$ cat config.mk
export PLATFORM = sky130hd
export DESIGN_NAME = irq_arbiter
export DESIGN_NICKNAME = d
export VERILOG_FILES = /design/src/rtl/irq_pkg.sv /design/src/rtl/irq_regs.sv /design/src/rtl/irq_select.sv /design/src/rtl/irq_arbiter.sv
export SDC_FILE = /design/constraint.sdc
export NUM_CORES = 1
export LEC_CHECK = 0
export ABC_CLOCK_PERIOD_IN_PS = 19100
export BUFFER_PORTS_ARGS = -buffer_cell sky130_fd_sc_hd__buf_4
export CORE_MARGIN = 2
export CORE_UTILIZATION = 55
export CTS_BUF_LIST = sky130_fd_sc_hd__clkbuf_16
export DETAILED_ROUTE_END_ITERATION = 10
export PLACE_DENSITY = 0.77
export SYNTH_ARGS = -nofsm -noshare
export SYNTH_HDL_FRONTEND = slang
export SYNTH_SLANG_ARGS = --single-unit
$ cat constraint.sdc
create_clock -name clk -period 19.1 [get_ports clk]
set_clock_uncertainty 0.05 [all_clocks]
set_input_delay 1.91 -clock clk [delete_from_list [all_inputs] [get_ports clk]]
set_output_delay 1.91 -clock clk [all_outputs]
set_load 0.02 [all_outputs]
$ cat src/rtl/irq_pkg.sv
package irq_pkg;
    localparam int N_TRAP          = 6;
    localparam int LVL_W           = 4;
    localparam int PRIO_W          = 3;
    localparam int TRAP_BASE_LVL   = 8;
    localparam int PERIPH_VEC_BASE = 8;

    typedef enum logic [1:0] {
        FLD_FLAG = 2'd0,
        FLD_EN   = 2'd1,
        FLD_PRIO = 2'd2,
        FLD_NONE = 2'd3
    } irq_field_e;

    typedef enum logic {
        ST_QUIET  = 1'b0,
        ST_ASSERT = 1'b1
    } irq_state_e;
endpackage

$ cat src/rtl/irq_regs.sv
module irq_regs
    import irq_pkg::*;
#(
    parameter int N_SRC = 16,
    parameter int IDX_W = $clog2(N_SRC)
) (
    input  logic                          clk,
    input  logic                          rst_n,
    input  logic [N_SRC-1:0]              src_req,
    input  logic                          wr_en,
    input  logic [IDX_W+1:0]              wr_addr,
    input  logic [PRIO_W-1:0]             wr_data,
    output logic [N_SRC-1:0]              flags,
    output logic [N_SRC-1:0]              enables,
    output logic [N_SRC-1:0][PRIO_W-1:0]  prios
);
    irq_field_e fld;
    assign fld = irq_field_e'(wr_addr[IDX_W+1:IDX_W]);

    for (genvar j = 0; j < N_SRC; j++) begin : g_src
        logic hit;
        assign hit = wr_en && (wr_addr[IDX_W-1:0] == IDX_W'(j));

        always_ff @(posedge clk or negedge rst_n) begin
            if (!rst_n) begin
                flags[j]   <= 1'b0;
                enables[j] <= 1'b0;
                prios[j]   <= '0;
            end else begin
                if (hit && fld == FLD_FLAG) flags[j]   <= wr_data[0];
                if (hit && fld == FLD_EN)   enables[j] <= wr_data[0];
                if (hit && fld == FLD_PRIO) prios[j]   <= wr_data;
                if (src_req[j])             flags[j]   <= 1'b1;
            end
        end
    end
endmodule

$ cat src/rtl/irq_select.sv
module irq_select
    import irq_pkg::*;
#(
    parameter int N_SRC = 16,
    parameter int VEC_W = $clog2(PERIPH_VEC_BASE + N_SRC)
) (
    input  logic [N_SRC-1:0]              flags,
    input  logic [N_SRC-1:0]              enables,
    input  logic [N_SRC-1:0][PRIO_W-1:0]  prios,
    input  logic [N_TRAP-1:0]             trap_in,
    output logic                          win_valid,
    output logic [VEC_W-1:0]              win_vec,
    output logic [LVL_W-1:0]              win_lvl
);
    always_comb begin
        logic [LVL_W-1:0] eff;
        win_lvl = '0;
        win_vec = '0;
        // ordinary sources: strict compare keeps the lower index on ties
        for (int j = 0; j < N_SRC; j++) begin
            eff = (flags[j] && enables[j]) ? LVL_W'(prios[j]) : '0;
            if (eff > win_lvl) begin
                win_lvl = eff;
                win_vec = VEC_W'(PERIPH_VEC_BASE + j);
            end
        end
        // traps: ascending scan, so the highest active index ends up selected
        for (int i = 0; i < N_TRAP; i++) begin
            if (trap_in[i]) begin
                win_lvl = LVL_W'(TRAP_BASE_LVL + i);
                win_vec = VEC_W'(i);
            end
        end
        win_valid = (win_lvl != '0);
    end
endmodule

$ cat src/rtl/irq_arbiter.sv
module irq_arbiter
    import irq_pkg::*;
#(
    parameter int N_SRC = 16,
    localparam int IDX_W = $clog2(N_SRC),
    localparam int VEC_W = $clog2(PERIPH_VEC_BASE + N_SRC)
) (
    input  logic                  clk,
    input  logic                  rst_n,
    input  logic [N_SRC-1:0]      src_req,
    input  logic [N_TRAP-1:0]     trap_in,
    input  logic                  wr_en,
    input  logic [IDX_W+1:0]      wr_addr,
    input  logic [PRIO_W-1:0]     wr_data,
    input  logic [LVL_W-1:0]      cpu_level,
    input  logic                  ack,
    output logic                  irq_req,
    output logic [VEC_W-1:0]      irq_vec,
    output logic [LVL_W-1:0]      irq_lvl,
    output logic [VEC_W-1:0]      held_vec,
    output logic [LVL_W-1:0]      held_lvl
);
    logic [N_SRC-1:0]             flags;
    logic [N_SRC-1:0]             enables;
    logic [N_SRC-1:0][PRIO_W-1:0] prios;
    logic                         win_valid;
    logic [VEC_W-1:0]             win_vec;
    logic [LVL_W-1:0]             win_lvl;
    logic                         beats;

    irq_state_e state_q, state_d;
    logic [VEC_W-1:0] vec_q, vec_d;
    logic [LVL_W-1:0] lvl_q, lvl_d;

    irq_regs #(.N_SRC(N_SRC), .IDX_W(IDX_W)) u_regs (
        .clk     (clk),
        .rst_n   (rst_n),
        .src_req (src_req),
        .wr_en   (wr_en),
        .wr_addr (wr_addr),
        .wr_data (wr_data),
        .flags   (flags),
        .enables (enables),
        .prios   (prios)
    );

    irq_select #(.N_SRC(N_SRC), .VEC_W(VEC_W)) u_select (
        .flags     (flags),
        .enables   (enables),
        .prios     (prios),
        .trap_in   (trap_in),
        .win_valid (win_valid),
        .win_vec   (win_vec),
        .win_lvl   (win_lvl)
    );

    assign beats = win_valid && (win_lvl > cpu_level);

    // next state and registered payload
    always_comb begin
        state_d = state_q;
        vec_d   = '0;
        lvl_d   = '0;
        unique case (state_q)
            ST_QUIET: begin
                if (beats) state_d = ST_ASSERT;   // raise
            end
            ST_ASSERT: begin
                if (!beats) state_d = ST_QUIET;   // drop, else hold
            end
            default: state_d = ST_QUIET;
        endcase
        if (beats) begin
            vec_d = win_vec;
            lvl_d = win_lvl;
        end
    end

    // state register, request payload and holding register
    always_ff @(posedge clk or negedge rst_n) begin
        if (!rst_n) begin
            state_q  <= ST_QUIET;
            vec_q    <= '0;
            lvl_q    <= '0;
            held_vec <= '0;
            held_lvl <= '0;
        end else begin
            state_q <= state_d;
            vec_q   <= vec_d;
            lvl_q   <= lvl_d;
            if (ack && state_q == ST_ASSERT) begin
                held_vec <= vec_q;
                held_lvl <= lvl_q;
            end
        end
    end

    // outputs from state
    always_comb begin
        irq_req = 1'b0;
        irq_vec = '0;
        irq_lvl = '0;
        unique case (state_q)
            ST_QUIET: ;
            ST_ASSERT: begin
                irq_req = 1'b1;
                irq_vec = vec_q;
                irq_lvl = lvl_q;
            end
            default: ;
        endcase
    end
endmodule

==> reports/summary.txt, run 1 <==
Clock transition at path regs -> 70 ps
Synth top area share -> 0.371
R2R depth -> 98
Drt total wl -> 18.1 mm
Post-DP Area -> 7400 sq um
Hold Buf Count CTS -> 0
Hold WS -> 449 ps
CP max stage delay -> 460 ps
Num ports -> 58
Clk buf depth -> 2
Fmax -> 0.0533 GHz
Setup WS pre-CTS -> -592 ps
Area contributors post-synth -> dfrtp_1 37%, mux2_2 13%, ha_1 12%
Gr ovfl total -> 0
I/O Buffers -> 57
Critical path class -> reg -> reg
Final Hold Fails -> 0
Slew at the pin with the worst max-slew slack -> 1010 ps
Cell mode on critical path -> ha_1
Setup-failing EPs final -> 0
Tmin final -> 18780 ps
Num CTS Buffers -> 9
Drt drc -> 0
Vias -> 5845
First-pass GRT wire length -> 27.4 mm
Crit. End Element -> register
Die footprint -> 13000 sq um
Row cnt -> 40
Slew Limit Fails -> 0
Cell variety after synth -> 65
Die height -> 114 um
Dpl hpwl -> 12.4 mm
Initial DRC Count -> 400
Vias in the first global route -> 5606
Syn avg cell area -> 9.89 sq um
Routed vias/inst -> 6.20
TritonCTS clock tree -> done
Initial Utilization -> 0.561
Slowest CP cell -> dfrtp_1
Largest area contributor in the netlist -> dfrtp_1
Pre-antenna DRT Iters -> 5
Worst Hold Launch -> lvl_q[0]$_DFF_PN0_
Top FF cell, synth -> dfrtp_1
Routability cong. -> 0.902
H-tree levels -> 3
Outcome -> complete, no violations
Avg WL per Cell -> 19.2 um
Ant. Diodes -> 0
Total number of yosys warnings -> 0
Yosys reg bits -> 99
FF-to-FF End -> vec_q[3]$_DFF_PN0_
Startpoint Class -> register
CTS root buf -> clkbuf_16
Max Cap Viol -> 0
Slew HR -> 0.330
Finished layout cell area -> 8410 sq um
Flop2flop setup slack -> 320 ps
Crit-path max FO -> 7
Area grow syn2layout -> 25.9%
Clk Latency, worst-skew pair -> 350 ps
Initial antenna violation count -> 0
Sequential element share of the synthesized area -> 0.371
Ratio of final minimum period to clock period -> 0.983
Post-synth ARST share -> 1.00
Core area -> 11900 sq um
CP required -> 19320 ps
Worst Path Arrival -> 19000 ps
Synth Cell Area -> 6680 sq um
Post-Syn Nets -> 779
Final #Nets -> 894
Worst Hold Class -> reg -> reg
Hold Path Depth -> 1
Post-Route Utilization -> 0.706
Fin worst setup slack -> 324 ps
Global Route Usage Sum -> 0.266
Worst Hold End -> held_lvl[0]$_DFFE_PN0P_
Die W -> 114 um
Post-DRT Antenna Nets -> 0
Sink Count -> 99
Layout cells sized above 1 -> 0.368
Post-Synthesis Cells -> 676
Largest net degree at the start of global routing -> 81
Post-synth EDFFs -> 0
Worst r2r src -> u_regs.flags[0]$_DFFE_PN0P_
Fillers -> 852
## layout by cell type (no fill, tap or decap), types with 12 or more instances in the layout
| cell type | instances |
|---|---|
| mux2_2 | 73 |
| o21ai_0 | 17 |
| buf_4 | 117 |
| nor2_1 | 45 |
| nand3_1 | 38 |
| and2_1 | 12 |
| and3_1 | 18 |
| nand3b_1 | 14 |
| nor2b_1 | 14 |
| inv_1 | 46 |
| nand2_1 | 49 |
| ha_1 | 57 |
| dfrtp_1 | 98 |
## worst max-delay path: cells and delay by family (launching register included)
kind	cells	cell delay [ps]
muxes	6	1650
DFF	1	460
adders and majority gates	16	4370
AOI/OAI and AO/OA	45	7860
buffers and inverters	6	760
and+or+nand+nor	25	3500
## per-stage QoR
stage          TNS, ps  cells
2_1_floorplan        0    676
3_3_place_gp         0    886
3_5_place_dp     -4030    886
4_1_cts              0    906
5_1_grt          -3170    943
6_report             0    943
## per-layer routing
layer / wire, um / GRT usage / share of wire / up-vias
met3: 858 / 0.0334 / 0.047 / 52
met2: 8940 / 0.440 / 0.49 / 231
met5: 0 / 0 / 0 / -
met1: 7730 / 0.350 / 0.43 / 2884
li1: - / - / - / 2678
met4: 564 / 0.127 / 0.031 / 0
## state kept, by name (all words and copies together) (netlist names)
register and flops:
u_regs.prios 48, u_regs.flags 16, held_lvl 4, held_vec 5, vec_q 5, lvl_q 4, u_regs.enables 16, state_q 1
## kinds of logic (layout without fill, tap and decap cells)
family / Yosys count / after routing / synth area share
buffers and inverters: 64 / 184 / 0.0376
flip-flops: 99 / 99 / 0.371
multiplexers: 83 / 83 / 0.139
AND/OR/NAND/NOR: 249 / 249 / 0.193
adder cells (fa/ha/maj): 64 / 64 / 0.120
AO/OA/AOI/OAI: 117 / 117 / 0.139
## cell usage after synthesis (3+ instances only)
cell type  number
a21boi_0        8
a21o_1          6
a21oi_1        14
a311o_1         6
a31oi_1         8
and2_1         13
and3_1         19
clkbuf_1       16
dfrtp_1        99
ha_1           64
inv_1          46
mux2_2         77
mux2i_1         5
nand2_1        51
nand2b_1       10
nand3_1        43
nand3b_1       14
nand4_1         9
nor2_1         48
nor2b_1        17
nor3_1          9
nor3b_1         6
o211ai_1        3
o21a_1          5
o21ai_0        22
o21ai_1         3
o21bai_1        4
o22ai_1         4
o31a_1          3
o31ai_1         3
## final cells by class
type / count / area (sq um) / share of cell area
clock inverters: 7 / 66.3 / 0.00788
clock buffers: 9 / 225 / 0.0268
inverters: 46 / 173 / 0.0205
flip-flops and latches: 99 / 2480 / 0.295
well taps: 147 / 184 / 0.0219
repair buffers: 122 / 935 / 0.111
multi-input cells: 513 / 4350 / 0.517
## how the worst max path moves through the flow
stage / slack (ps) / end / from / cells past startpoint
finish: 320 / vec_q[3]$_DFF_PN0_ / u_regs.flags[0]$_DFFE_PN0P_ / 98
global route: -430 / vec_q[3]$_DFF_PN0_ / u_regs.flags[0]$_DFFE_PN0P_ / 104
CTS: 70 / vec_q[3]$_DFF_PN0_ / u_regs.flags[1]$_DFFE_PN0P_ / 99
detailed placement: -590 / vec_q[3]$_DFF_PN0_ / u_regs.flags[1]$_DFFE_PN0P_ / 97
global placement: 120 / vec_q[3]$_DFF_PN0_ / u_regs.flags[1]$_DFFE_PN0P_ / 102
floorplan: 170 / vec_q[4]$_DFF_PN0_ / u_regs.flags[1]$_DFFE_PN0P_ / 97
## timing repair
action,in CTS,in global routing
gates resized for setup,9,80
buffers inserted,4,37
endpoints found under the setup margin,10,10
endpoints found under the hold margin,0,0
pin swaps,3,48
Power of run 1 is left out: the tool's default activity adds up to more than one toggle a clock period on the data nets, which glitch-free logic cannot reach.
==> run 2: changes to the inputs <==
--- a/config.mk
+++ b/config.mk
@@ -5,13 +5,13 @@
 export SDC_FILE = /design/constraint.sdc
 export NUM_CORES = 1
 export LEC_CHECK = 0
-export ABC_CLOCK_PERIOD_IN_PS = 19100
+export ABC_CLOCK_PERIOD_IN_PS = 23700
 export BUFFER_PORTS_ARGS = -buffer_cell sky130_fd_sc_hd__buf_4
 export CORE_MARGIN = 2
-export CORE_UTILIZATION = 55
-export CTS_BUF_LIST = sky130_fd_sc_hd__clkbuf_16
+export CORE_UTILIZATION = 67
+export CTS_BUF_LIST = sky130_fd_sc_hd__clkbuf_8
 export DETAILED_ROUTE_END_ITERATION = 10
-export PLACE_DENSITY = 0.77
+export PLACE_DENSITY = 0.88
 export SYNTH_ARGS = -nofsm -noshare
 export SYNTH_HDL_FRONTEND = slang
 export SYNTH_SLANG_ARGS = --single-unit
==> constraint.sdc (replaced) <==
create_clock -name clk -period 23.7 [get_ports clk]
set_clock_uncertainty 0.05 [all_clocks]
set_input_delay 2.37 -clock clk [delete_from_list [all_inputs] [get_ports clk]]
set_output_delay 2.37 -clock clk [all_outputs]
set_load 0.02 [all_outputs]
==> reports/summary.txt, run 2 (synthesized netlist as in run 1, its figures left out) <==
Die footprint -> 10800 sq um
Setup WS pre-CTS -> 1990 ps
Sink Count -> 99
Die W -> 104 um
Core area -> 9730 sq um
Crit-path max FO -> 11
Routability cong. -> 0.972
Area grow syn2layout -> 10.8%
Die height -> 104 um
Setup_tns -> 0 ps
Cell mode on critical path -> ha_1
Drt drc -> 0
Hold WS -> 457 ps
Num CTS Buffers -> 9
Slew Limit Fails -> 0
Clk buf depth -> 2
Post-CTS Setup Repair Bufs -> 0
Most flop-heavy register -> u_regs.prios
Max Cap Viol -> 0
First-pass GRT wire length -> 26.1 mm
Clock transition at path regs -> 100 ps
Startpoint Class -> register
Layout cells sized above 1 -> 0.237
Crit. End Element -> register
Post-CTS sizing -> 0
Slowest CP cell -> o32ai_1
Hold Buf Count CTS -> 0
Largest net degree at the start of global routing -> 81
Routed vias/inst -> 6.30
Biggest regs -> u_regs.prios x48, u_regs.enables x16, u_regs.flags x16
Tmin final -> 22240 ps
Fin worst setup slack -> 1460 ps
Ant. Diodes -> 0
Outcome -> complete, no violations
I/O Buffers -> 57
Num ports -> 58
Most frequent cells in the layout -> 99 x dfrtp_1, 77 x mux2_2, 64 x ha_1, 60 x buf_4, 51 x nand2_1
Post-Route Utilization -> 0.761
Clk Latency, worst-skew pair -> 380 ps
H-tree levels -> 3
Vias in the first global route -> 5531
Fmax -> 0.0450 GHz
Dpl hpwl -> 11.8 mm
Drt total wl -> 15.5 mm
RSZ-0062 raised after global routing -> no
Pre-antenna DRT Iters -> 5
Initial DRC Count -> 282
Row cnt -> 36
Fillers -> 682
Worst Path Arrival -> 22470 ps
Post-DRT Antenna Nets -> 0
Global Route Usage Sum -> 0.299
CP max stage delay -> 800 ps
Worst Hold Class -> reg -> reg
Top delay family on crit path -> compound AO/OA/AOI/OAI gates
CP required -> 23920 ps
Setup-failing EPs final -> 0
Initial antenna violation count -> 0
Final #Nets -> 832
Avg WL per Cell -> 17.9 um
Slew at the pin with the worst max-slew slack -> 980 ps
Initial Utilization -> 0.687
CTS root buf -> clkbuf_8
Vias -> 5458
Final Hold Fails -> 0
Number of flip-flops in the largest register -> 48
TritonCTS clock tree -> done
Ratio of final minimum period to clock period -> 0.939
Leading cell type in the layout, fill and taps excluded -> dfrtp_1
Critical path class -> reg -> reg
Gr ovfl total -> 0
Buf/Inv on CP -> 7
Slew HR -> 0.346
[run 2: changes by cell type in the layout (fill, tap and decap cells not counted), moves of 7 or more]
cell,change
a21oi_2,-9
ha_1,+7
clkbuf_8,+9
a21oi_1,+9
buf_4,-57
clkbuf_16,-9
[run 2: cell type report]
type	count	area (sq um)	area share
Multi-Input combinational cell	513	3950	0.534
Sequential cell	99	2480	0.335
Timing Repair Buffer	60	450	0.0609
Inverter	46	173	0.0233
Tap cell	133	166	0.0225
Clock buffer	9	124	0.0167
Clock inverter	7	57.6	0.00778
[run 2: worst paths after layout]
| check | from | to | slack (ps) | cells after the start |
|---|---|---|---|---|
| worst max-delay path | u_regs.flags[0]$_DFFE_PN0P_ | vec_q[4]$_DFF_PN0_ | 1460 | 95 |
| worst min-delay path | lvl_q[2]$_DFF_PN0_ | held_lvl[2]$_DFFE_PN0P_ | 460 | 1 |
| worst max register to register | u_regs.flags[0]$_DFFE_PN0P_ | vec_q[4]$_DFF_PN0_ | 1460 | 95 |
| worst min register to register | lvl_q[2]$_DFF_PN0_ | held_lvl[2]$_DFFE_PN0P_ | 460 | 1 |
| max in group asynchronous | rst_n | u_regs.flags[15]$_DFFE_PN0P_ | 20570 | 2 |
| min in group asynchronous | rst_n | vec_q[4]$_DFF_PN0_ | 1790 | 1 |
[run 2: worst register-to-register path: cells and delay by family (launching register included)]
kind / cells / cell delay [ps]
AO/OA/AOI/OAI: 39 / 10220
adder cells (fa/ha/maj): 16 / 4420
AND/OR/NAND/NOR: 27 / 4180
multiplexers: 6 / 2160
buffers and inverters: 7 / 700
flip-flops: 1 / 410
[run 2: stage by stage]
stage                     area [sq um]  cells
after global placement            7220    851
after global routing              7400    867
after detailed placement          7220    851
after CTS                         7400    867
after floorplan                   6680    676
final                             7400    867
[run 2: routing by layer]
layer / share of wire / global-route usage / up-vias
met1: 0.43 / 0.385 / 2671
met2: 0.49 / 0.512 / 213
met5: 0 / 0 / -
met4: 0.022 / 0.120 / 0
li1: - / - / 2539
met3: 0.060 / 0.0382 / 35
Power of run 2 is left out for the same reason.
==> run 3: changes to the inputs <==
--- a/config.mk
+++ b/config.mk
@@ -8,10 +8,10 @@
 export ABC_CLOCK_PERIOD_IN_PS = 23700
 export BUFFER_PORTS_ARGS = -buffer_cell sky130_fd_sc_hd__buf_4
 export CORE_MARGIN = 2
-export CORE_UTILIZATION = 67
+export CORE_UTILIZATION = 55
 export CTS_BUF_LIST = sky130_fd_sc_hd__clkbuf_8
 export DETAILED_ROUTE_END_ITERATION = 10
-export PLACE_DENSITY = 0.88
+export PLACE_DENSITY = 0.74
 export SYNTH_ARGS = -nofsm -noshare
 export SYNTH_HDL_FRONTEND = slang
 export SYNTH_SLANG_ARGS = --single-unit
==> constraint.sdc (replaced) <==
create_clock -name clk -period 23.7 [get_ports clk]
set_clock_uncertainty 0.05 [all_clocks]
set_input_delay 1.185 -clock clk [delete_from_list [all_inputs] [get_ports clk]]
set_output_delay 1.185 -clock clk [all_outputs]
set_load 0.02 [all_outputs]
==> reports/summary.txt, run 3 (synthesized netlist as in run 1, its figures left out) <==
Clock transition at path regs -> 100 ps
Vias -> 5303
Slowest CP cell -> o32ai_2
Final #Nets -> 832
Tmin final -> 21920 ps
Drt drc -> 0
Drt total wl -> 15.7 mm
Hold Path Depth -> 1
Post-CTS Setup Repair Bufs -> 0
Setup_tns -> 0 ps
TritonCTS clock tree -> done
Layout cells sized above 1 -> 0.237
Number of flip-flops in the largest register -> 48
Initial DRC Count -> 258
Worst Hold End -> held_lvl[2]$_DFFE_PN0P_
Global Route Usage Sum -> 0.249
FF-to-FF End -> vec_q[3]$_DFF_PN0_
Clk Latency, worst-skew pair -> 390 ps
Slew at the pin with the worst max-slew slack -> 818 ps
H-tree levels -> 3
Gr ovfl total -> 0
Clk buf depth -> 2
Crit. End Element -> register
Core area -> 11900 sq um
Most frequent cells in the layout -> 99 x dfrtp_1, 77 x mux2_2, 64 x ha_1, 60 x buf_4, 51 x nand2_1
First-pass GRT wire length -> 25.7 mm
Hold WS -> 457 ps
Cell mode on critical path -> ha_1
I/O Buffers -> 57
Area grow syn2layout -> 11.9%
CTS root buf -> clkbuf_8
Initial antenna violation count -> 0
Fmax -> 0.0456 GHz
Multi-input logic area -> 3960 sq um
Startpoint Class -> register
Avg WL per Cell -> 17.8 um
Slew HR -> 0.455
Row cnt -> 40
Seq. cell area -> 2480 sq um
Die W -> 114 um
Top delay family on crit path -> compound AO/OA/AOI/OAI gates
Fin worst setup slack -> 1780 ps
Outcome -> complete, no violations
Leading cell type in the layout, fill and taps excluded -> dfrtp_1
Max Cap Viol -> 0
RSZ-0062 raised after global routing -> no
Routability cong. -> 0.960
Slew Limit Fails -> 0
Dpl hpwl -> 11.9 mm
Num ports -> 58
Fillers -> 995
Worst Path Arrival -> 22170 ps
Post-CTS sizing -> 0
Num CTS Buffers -> 9
Sink Count -> 99
CP max stage delay -> 490 ps
Worst r2r src -> u_regs.flags[0]$_DFFE_PN0P_
Setup-failing EPs final -> 0
Post-DRT Antenna Nets -> 0
Most flop-heavy register -> u_regs.prios
Worst Hold Launch -> lvl_q[2]$_DFF_PN0_
Die height -> 114 um
Flop2flop setup slack -> 1780 ps
Pre-antenna DRT Iters -> 5
Biggest regs -> u_regs.prios x48, u_regs.enables x16, u_regs.flags x16
Ant. Diodes -> 0
Hold Buf Count CTS -> 0
Largest net degree at the start of global routing -> 66
Vias in the first global route -> 5201
Buf/Inv on CP -> 5
Setup WS pre-CTS -> 1950 ps
Worst Hold Class -> reg -> reg
Crit-path max FO -> 11
Final Hold Fails -> 0
Critical path class -> reg -> reg
Die footprint -> 13000 sq um
Initial Utilization -> 0.561
Ratio of final minimum period to clock period -> 0.925
CP required -> 23950 ps
R2R depth -> 96
Routed vias/inst -> 6.03
Post-Route Utilization -> 0.628
[run 3: cell count changes in the layout (fill, tap and decap cells not counted), moves of 2 or more]
cell        delta
clkbuf_8       +2
clkinvlp_4     -3
bufinv_16      +2
inv_6          -2
[run 3: through the flow]
stage,cells,area (sq um)
global placement,865,7240
floorplan,676,6680
finish,880,7480
global route,880,7480
CTS,880,7470
detailed placement,865,7240
[run 3: cell type report]
cell class,count,share of cell area
Tap cell,147,0.0246
Inverter,46,0.0231
Clock inverter,4,0.0107
Timing Repair Buffer,60,0.0602
Sequential cell,99,0.331
Clock buffer,11,0.0202
Multi-Input combinational cell,513,0.530
[run 3: metal layers]
metal / track usage / part of all wire / vias to the layer above
met1: 0.357 / 0.47 / 2580
li1: - / - / 2538
met2: 0.398 / 0.46 / 161
met5: 0 / 0 / -
met4: 0.0756 / 0.017 / 0
met3: 0.0318 / 0.053 / 24
[run 3: worst max-delay path by stage]
stage | slack (ps) | from | cells after the start | endpoint
after detailed placement | 1950 | u_regs.flags[0]$_DFFE_PN0P_ | 96 | vec_q[3]$_DFF_PN0_
after floorplan | 4770 | u_regs.flags[1]$_DFFE_PN0P_ | 97 | vec_q[4]$_DFF_PN0_
after CTS | 1890 | u_regs.flags[0]$_DFFE_PN0P_ | 96 | vec_q[3]$_DFF_PN0_
after global placement | 2880 | u_regs.flags[0]$_DFFE_PN0P_ | 96 | vec_q[3]$_DFF_PN0_
final | 1780 | u_regs.flags[0]$_DFFE_PN0P_ | 96 | vec_q[3]$_DFF_PN0_
after global routing | 90 | u_regs.flags[0]$_DFFE_PN0P_ | 96 | vec_q[3]$_DFF_PN0_
Power of run 3 is left out for the same reason.
